[src/rtl/lsu_pkg.sv]
package lsu_pkg;
   typedef enum logic [1:0] {
      AM_UOFF = 2'd0,
      AM_ROFF = 2'd1,
      AM_PRE  = 2'd2,
      AM_POST = 2'd3
   } amode_e;

   typedef enum logic [1:0] {
      SZ_B = 2'd0,
      SZ_H = 2'd1,
      SZ_W = 2'd2,
      SZ_D = 2'd3
   } asize_e;

   typedef enum logic [1:0] {
      ST_IDLE = 2'd0,
      ST_BUSY = 2'd1,
      ST_RESP = 2'd2
   } lsu_state_e;
endpackage

[src/rtl/lsu_agen.sv]
module lsu_agen
   import lsu_pkg::*;
#(
   parameter int ADDR_W     = 64,
   parameter int IMM_W      = 12,
   parameter bit SCALE_UOFF = 1'b1
) (
   input  logic [ADDR_W-1:0] base_i,
   input  logic [ADDR_W-1:0] offs_i,
   input  logic [IMM_W-1:0]  imm_i,
   input  amode_e            mode_i,
   input  asize_e            size_i,
   output logic [ADDR_W-1:0] ea_o,
   output logic [ADDR_W-1:0] wb_val_o,
   output logic              wb_en_o
);
   localparam int EXT_W = ADDR_W - IMM_W;

   logic [ADDR_W-1:0] imm_z;
   logic [ADDR_W-1:0] imm_s;
   logic [ADDR_W-1:0] uoff_disp;
   logic [ADDR_W-1:0] idx_sum;

   assign imm_z = {{EXT_W{1'b0}}, imm_i};
   assign imm_s = {{EXT_W{imm_i[IMM_W-1]}}, imm_i};

   generate
      if (SCALE_UOFF) begin : g_scaled
         assign uoff_disp = imm_z << size_i;
      end else begin : g_unscaled
         assign uoff_disp = imm_z;
      end
   endgenerate

   assign idx_sum = base_i + imm_s;

   always_comb begin
      case (mode_i)
         AM_UOFF: ea_o = base_i + uoff_disp;
         AM_ROFF: ea_o = base_i + offs_i;
         AM_PRE:  ea_o = idx_sum;
         default: ea_o = base_i;
      endcase
   end

   assign wb_val_o = idx_sum;
   assign wb_en_o  = (mode_i == AM_PRE) || (mode_i == AM_POST);
endmodule

[src/rtl/lsu_st_fmt.sv]
module lsu_st_fmt
   import lsu_pkg::*;
#(
   parameter int DATA_W = 64,
   parameter int LANE_W = $clog2(DATA_W / 8)
) (
   input  logic [LANE_W-1:0]   lane_i,
   input  asize_e              size_i,
   input  logic [DATA_W-1:0]   src_i,
   output logic [DATA_W-1:0]   wdata_o,
   output logic [DATA_W/8-1:0] strb_o
);
   localparam int NB = DATA_W / 8;

   logic [NB-1:0]     size_mask;
   logic [DATA_W-1:0] src_trim;

   always_comb begin
      case (size_i)
         SZ_B:    size_mask = NB'(8'h01);
         SZ_H:    size_mask = NB'(8'h03);
         SZ_W:    size_mask = NB'(8'h0F);
         default: size_mask = '1;
      endcase
   end

   for (genvar b = 0; b < NB; b++) begin : g_trim
      assign src_trim[b*8 +: 8] = size_mask[b] ? src_i[b*8 +: 8] : 8'h00;
   end

   assign strb_o  = size_mask << lane_i;
   assign wdata_o = src_trim << {lane_i, 3'b000};
endmodule

[src/rtl/lsu_ld_fmt.sv]
module lsu_ld_fmt
   import lsu_pkg::*;
#(
   parameter int DATA_W = 64,
   parameter int LANE_W = $clog2(DATA_W / 8)
) (
   input  logic [DATA_W-1:0] rdata_i,
   input  logic [LANE_W-1:0] lane_i,
   input  asize_e            size_i,
   input  logic              signed_i,
   input  logic              dst32_i,
   output logic [DATA_W-1:0] data_o
);
   localparam int HALF_W = DATA_W / 2;

   logic [DATA_W-1:0] sh;
   logic [DATA_W-1:0] zx;
   logic [DATA_W-1:0] sx;
   logic [DATA_W-1:0] ext;

   assign sh = rdata_i >> {lane_i, 3'b000};

   always_comb begin
      case (size_i)
         SZ_B: begin
            zx = {{(DATA_W-8){1'b0}}, sh[7:0]};
            sx = {{(DATA_W-8){sh[7]}}, sh[7:0]};
         end
         SZ_H: begin
            zx = {{(DATA_W-16){1'b0}}, sh[15:0]};
            sx = {{(DATA_W-16){sh[15]}}, sh[15:0]};
         end
         SZ_W: begin
            zx = {{(DATA_W-32){1'b0}}, sh[31:0]};
            sx = {{(DATA_W-32){sh[31]}}, sh[31:0]};
         end
         default: begin
            zx = sh;
            sx = sh;
         end
      endcase
   end

   assign ext    = signed_i ? sx : zx;
   assign data_o = dst32_i ? {{HALF_W{1'b0}}, ext[HALF_W-1:0]} : ext;
endmodule

[src/rtl/lsu_addr_ext.sv]
module lsu_addr_ext
   import lsu_pkg::*;
#(
   parameter int ADDR_W     = 64,
   parameter int DATA_W     = 64,
   parameter int IMM_W      = 12,
   parameter bit SCALE_UOFF = 1'b1
) (
   input  logic                clk,
   input  logic                rst_n,
   input  logic                req_valid,
   output logic                req_ready,
   input  logic                req_store,
   input  logic [1:0]          req_mode,
   input  logic [1:0]          req_size,
   input  logic                req_signed,
   input  logic                req_dst32,
   input  logic [ADDR_W-1:0]   req_base,
   input  logic [ADDR_W-1:0]   req_offset,
   input  logic [IMM_W-1:0]    req_imm,
   input  logic [DATA_W-1:0]   req_wsrc,
   output logic                mem_valid,
   input  logic                mem_ready,
   output logic                mem_we,
   output logic [ADDR_W-1:0]   mem_addr,
   output logic [DATA_W/8-1:0] mem_strb,
   output logic [DATA_W-1:0]   mem_wdata,
   input  logic [DATA_W-1:0]   mem_rdata,
   output logic                resp_valid,
   output logic [ADDR_W-1:0]   resp_addr,
   output logic                resp_wb_en,
   output logic [ADDR_W-1:0]   resp_wb_val,
   output logic [DATA_W-1:0]   resp_ld_data
);
   localparam int NB     = DATA_W / 8;
   localparam int LANE_W = $clog2(NB);

   generate
      if (DATA_W != 64) begin : g_bad_data_w
         $error("lsu_addr_ext: DATA_W must be 64");
      end
      if (IMM_W < 2 || ADDR_W < IMM_W + LANE_W) begin : g_bad_addr_w
         $error("lsu_addr_ext: ADDR_W too small for IMM_W");
      end
   endgenerate

   lsu_state_e        st;
   logic [ADDR_W-1:0] a_ea;
   logic [ADDR_W-1:0] a_wb;
   logic              a_wben;
   logic [DATA_W-1:0] s_wdata;
   logic [NB-1:0]     s_strb;
   logic [DATA_W-1:0] l_data;

   logic [ADDR_W-1:0] r_ea;
   logic [ADDR_W-1:0] r_wb;
   logic              r_wben;
   logic              r_we;
   logic [NB-1:0]     r_strb;
   logic [DATA_W-1:0] r_wdata;
   asize_e            r_size;
   logic              r_signed;
   logic              r_dst32;
   logic [DATA_W-1:0] r_ld;

   lsu_agen #(
      .ADDR_W    (ADDR_W),
      .IMM_W     (IMM_W),
      .SCALE_UOFF(SCALE_UOFF)
   ) u_agen (
      .base_i  (req_base),
      .offs_i  (req_offset),
      .imm_i   (req_imm),
      .mode_i  (amode_e'(req_mode)),
      .size_i  (asize_e'(req_size)),
      .ea_o    (a_ea),
      .wb_val_o(a_wb),
      .wb_en_o (a_wben)
   );

   lsu_st_fmt #(
      .DATA_W(DATA_W),
      .LANE_W(LANE_W)
   ) u_st_fmt (
      .lane_i (a_ea[LANE_W-1:0]),
      .size_i (asize_e'(req_size)),
      .src_i  (req_wsrc),
      .wdata_o(s_wdata),
      .strb_o (s_strb)
   );

   lsu_ld_fmt #(
      .DATA_W(DATA_W),
      .LANE_W(LANE_W)
   ) u_ld_fmt (
      .rdata_i (mem_rdata),
      .lane_i  (r_ea[LANE_W-1:0]),
      .size_i  (r_size),
      .signed_i(r_signed),
      .dst32_i (r_dst32),
      .data_o  (l_data)
   );

   always_ff @(posedge clk or negedge rst_n) begin
      if (!rst_n) begin
         st       <= ST_IDLE;
         r_ea     <= '0;
         r_wb     <= '0;
         r_wben   <= 1'b0;
         r_we     <= 1'b0;
         r_strb   <= '0;
         r_wdata  <= '0;
         r_size   <= SZ_B;
         r_signed <= 1'b0;
         r_dst32  <= 1'b0;
         r_ld     <= '0;
      end else begin
         case (st)
            ST_IDLE: begin
               if (req_valid) begin
                  r_ea     <= a_ea;
                  r_wb     <= a_wb;
                  r_wben   <= a_wben;
                  r_we     <= req_store;
                  r_strb   <= req_store ? s_strb : '0;
                  r_wdata  <= req_store ? s_wdata : '0;
                  r_size   <= asize_e'(req_size);
                  r_signed <= req_signed;
                  r_dst32  <= req_dst32;
                  st       <= ST_BUSY;
               end
            end
            ST_BUSY: begin
               if (mem_ready) begin
                  r_ld <= r_we ? '0 : l_data;
                  st   <= ST_RESP;
               end
            end
            ST_RESP: st <= ST_IDLE;
            default: st <= ST_IDLE;
         endcase
      end
   end

   assign req_ready    = (st == ST_IDLE);
   assign mem_valid    = (st == ST_BUSY);
   assign mem_we       = r_we;
   assign mem_addr     = r_ea;
   assign mem_strb     = r_strb;
   assign mem_wdata    = r_wdata;
   assign resp_valid   = (st == ST_RESP);
   assign resp_addr    = r_ea;
   assign resp_wb_en   = r_wben;
   assign resp_wb_val  = r_wb;
   assign resp_ld_data = r_ld;
endmodule

[config.mk]
export PLATFORM = sky130hd
export DESIGN_NAME = lsu_addr_ext
export DESIGN_NICKNAME = d
export VERILOG_FILES = /design/src/rtl/lsu_pkg.sv /design/src/rtl/lsu_agen.sv /design/src/rtl/lsu_st_fmt.sv /design/src/rtl/lsu_ld_fmt.sv /design/src/rtl/lsu_addr_ext.sv
export SDC_FILE = /design/constraint.sdc
export NUM_CORES = 1
export LEC_CHECK = 0
export BUFFER_PORTS_ARGS = -buffer_cell sky130_fd_sc_hd__buf_2
export CAP_MARGIN = 20
export CORE_ASPECT_RATIO = 0.6
export CORE_MARGIN = 3
export CORE_UTILIZATION = 45
export CTS_CLUSTER_DIAMETER = 50
export DETAILED_ROUTE_END_ITERATION = 10
export HOLD_SLACK_MARGIN = 0.08
export PLACE_DENSITY = 0.8
export SYNTH_ARGS = -nofsm -noshare
export SYNTH_HDL_FRONTEND = slang
export SYNTH_SLANG_ARGS = --single-unit
export TNS_END_PERCENT = 10
[constraint.sdc]
create_clock -name clk -period 3.6 [get_ports clk]
set_input_delay 0.9 -clock clk [delete_from_list [all_inputs] [get_ports clk]]
set_output_delay 0.9 -clock clk [all_outputs]
set_load 0.02 [all_outputs]
==> flow_summary.toml <==
[clock_network]
clk_pin_slew_ns = 0.06
numClockSinks = 272
ctsHoldBuffers = 0
cts_tree = "yes"
numCtsBuffers = 38
ctsRootBufferMaster = "clkbuf_16"
clock_path_buffers = 3
cts_htree_levels = 2
clock_latency_ns = 0.57

[power]
p_leak_nw = 16.5
combPwrFrac_pct = 53.9
finalPower_mw = 20.1
p_sw_mw = 9.56
clkPwrFrac_pct = 19.5
p_int_mw = 10.5
p_per_area_nw_per_um2 = 606
vdd_ir_drop_max_v = 0.000477
swShare_pct = 47.7
p_seq_share_pct = 26.6

[floorplanning]
start_util_pct = 46.2
fp.dieW_um = 298
design.die.area_um2 = 54100
rows = 63
coreArea_um2 = 50000
io-pin-count = 612
die_height_um = 181

[synth]
ys_ff_latch = 272
ys_seq_area_share_pct = 29.5
synth_edf_count = 0
post_synth_inst_count = 3007
yosysWarnings = 0
synth.distinct_cells = 86
async_flop_share_pct = 100
syn_nets = 3415
synth_area_per_cell_um2 = 7.67
synth_top_flop_cell = "dfrtp_1"
syn_area_um2 = 23100

[worst_setup_path]
path_cells = "buf_4 > nor2_4 > buf_12 > buf_4 > and2_1 > ha_1 > nand4_1 > nor2_1 > nand4_1 > nand2_1 > a2111oi_4 > o31ai_1 > o2111ai_2 > mux2i_1 > nand2_1 > o211ai_1"
cp.arrival_ns = 4.06
r2r_end = "resp_ld_data[17]"
regToRegStartpoint = "mem_addr[0]"
endpoint = "mem_addr[56]"
startpoint_type = "primary input"
slowest_delay_ns = 0.51
critPathKind = "in2reg"
end_kind = "flop"
cp_slowest_cell = "o31ai_1"
cp_max_fo = 26
reg2reg_depth = 9
crit_start = "req_mode[1]"
ff2ff_setup_slack_ns = 0.65
cp_data_required_time_ns = 4.02

[global_route]
first_global_vias = 26000
antenna_found_initial = 22
grt_pass1_wl_um = 159000
overflow = 0
track_usage_pct = 37.8
grt_max_degree = 115

[timing]
fin_worst_skew_ns = 0.0135
fmax_ghz = 0.275
rsz0062_at_grt = "yes"
finalSetupViolCount = 6
fin_setup_tns_ns = -0.110
min_period_ns = 3.64
worst_slew_pin_slew_ns = 1.10
max_slew_margin_pct = 26.2
period_share_pct = 101
worst_slack_ns = -0.0387
drv_slew = 0
final_hold_viol_count = 0
hold_ws_ns = 0.331

[placed_design]
placed_area_um2 = 31000
finalWeightedCongestion = 1.01
place_ws_ns = -1.04
post-dp-hpwl_um = 85100
portBuffers = 611

[routing]
drt_iter0_drc = 3294
via_per_inst = 5.93
vias = 28300
post_drt_wl_per_cell_um = 22.6
route.detailed.drc = 0
firstDrtPassIters = 5
wl_um = 108000
postRouteAntennaNets = 0

[cells_and_area]
finalNetCount = 4452
finish.instance_area_um2 = 33100
syn2layout_area_growth_pct = 43.5
fill_cells = 4316
drive_above_1_share_pct = 37.3

[job]
cap_viol_max_count = 0

[status]
violations = "setup timing"
status = "complete, but fails checks"

[worst_hold_path]
hold_path.class = "in2async"
placed cells by master, fill, tap and decap left out, drive strengths merged, types with 19 or more instances in the layout:
cell type	n
xor2	41
a22o	66
and3	19
o21bai	36
nand2	562
o22ai	30
o211ai	53
nand3	40
dfrtp	272
and2	56
a211oi	24
ha	127
nor2	179
xnor2	78
inv	52
o21ai	379
nor3	29
a21oi	278
clkbuf	48
mux2i	69
buf	1273
mux2	20
diode	22
a31oi	27
a21o	61
nand4	42
synth_stat cells (4+ instances only):
library cell,instances,area share (%)
nand3_1,38,0.82
a22o_1,66,2.5
and4_1,6,0.23
and3_1,19,0.52
nand4_1,42,1.1
inv_1,42,0.68
buf_4,64,2.1
a221oi_1,7,0.27
o21ai_1,57,1.2
a21o_1,61,2.0
nor3b_1,5,0.16
mux4_2,12,1.2
and2_1,55,1.5
a21boi_0,4,0.13
nand2b_1,15,0.41
xnor2_1,78,3.0
a21oi_1,275,6.0
clkbuf_1,180,2.9
dfrtp_1,272,30
mux2i_1,69,3.0
o221ai_1,8,0.30
a211oi_1,22,0.72
nor2b_1,18,0.49
ha_1,127,6.9
o2111ai_1,8,0.30
a31oi_1,26,0.71
o21ai_0,321,7.0
buf_2,16,0.35
o21a_1,15,0.49
o21bai_1,36,1.2
a22oi_1,15,0.49
nor3_1,28,0.61
o22ai_1,30,0.81
a41oi_1,5,0.19
buf_1,17,0.28
mux2_2,20,0.98
nand2_1,562,9.1
a2111oi_0,4,0.15
o31ai_1,9,0.29
or3_1,9,0.24
o211ai_1,52,1.7
nor2_1,179,2.9
xor2_1,41,1.6
sequential cells by signal, summed over array words and instances (netlist names):
register / flops
mem_addr: 64
mem_wdata: 64
resp_ld_data: 64
resp_wb_val: 64
mem_strb: 8
r_size: 2
st: 2
mem_we: 1
r_dst32: 1
r_signed: 1
resp_wb_en: 1
cells by family (layout without fill, tap and decap cells):
| kind of cell | count (synthesis) | count (layout) | share of synthesized area (%) |
|---|---|---|---|
| AOI/OAI and AO/OA | 1067 | 1067 | 28.4 |
| and+or+nand+nor | 998 | 998 | 19.0 |
| buffers and inverters | 321 | 1387 | 6.35 |
| DFF | 272 | 272 | 29.5 |
| adders and majority gates | 129 | 129 | 7.06 |
| xor gates and xnor gates | 119 | 119 | 4.52 |
| muxes | 101 | 101 | 5.14 |
| other | 0 | 22 | 0 |
stage by stage:
step	cells	util, %
after floorplan	3007	-
after global placement	4678	62.1
after detailed placement	4678	62.1
after CTS	4748	64.9
after global routing	4775	66.2
final	4777	66.2
final cells by class:
cell class	instances	area, µm²	area share [%]
multi-input combinational	2414	15600	47.0
timing repair buffer	1274	8340	25.2
sequential	272	6810	20.6
clock buffer	47	1060	3.19
tap	682	853	2.58
clock inverter	22	243	0.733
inverter	44	165	0.499
antenna	22	55.1	0.166
repair_timing:
item,4_1_cts,5_1_grt
endpoints found under the setup margin,48,64
resized for setup,22,115
cloned,0,1
pin swaps,3,37
buffers inserted,1,6
metal layers:
metal  share of wire [%]  global-route usage (%)  vias to the layer above
met4                 4.1                    13.4                        4
met3                  12                    9.38                      231
met2                  40                    52.5                     1769
li1                    -                       -                    12900
met1                  43                    56.1                    13500
met5               0.033                       0                        -
power groups by stage:
stage / Clock (mW) / Combinational [mW] / Sequential (mW)
floorplan: 0 / 5.12 / 6.43
global placement: 0 / 10.3 / 5.29
detailed placement: 0 / 10.5 / 5.31
CTS: 3.98 / 10.5 / 5.29
global route: 4.11 / 11.5 / 5.45
finish: 3.92 / 10.8 / 5.33
how the worst min path moves through the flow:
stage	cells after the start	start	to	slack, ns
2_1_floorplan	2	r_dst32	r_dst32	0.45
3_3_place_gp	2	resp_wb_val[1]	resp_wb_val[1]	0.46
3_5_place_dp	2	resp_wb_val[57]	resp_wb_val[57]	0.46
4_1_cts	1	rst_n	resp_ld_data[12]	0.35
5_1_grt	1	rst_n	resp_ld_data[11]	0.35
6_report	1	rst_n	resp_ld_data[12]	0.33
worst max-delay path, delay by kind of cell:
family / cells / cell delay [ns]
and+or+nand+nor: 7 / 1.28
AOI/OAI and AO/OA: 4 / 0.92
buffers and inverters: 3 / 0.54
adders and majority gates: 1 / 0.24
muxes: 1 / 0.16
Note: power is estimated with default switching activity, not from simulation.
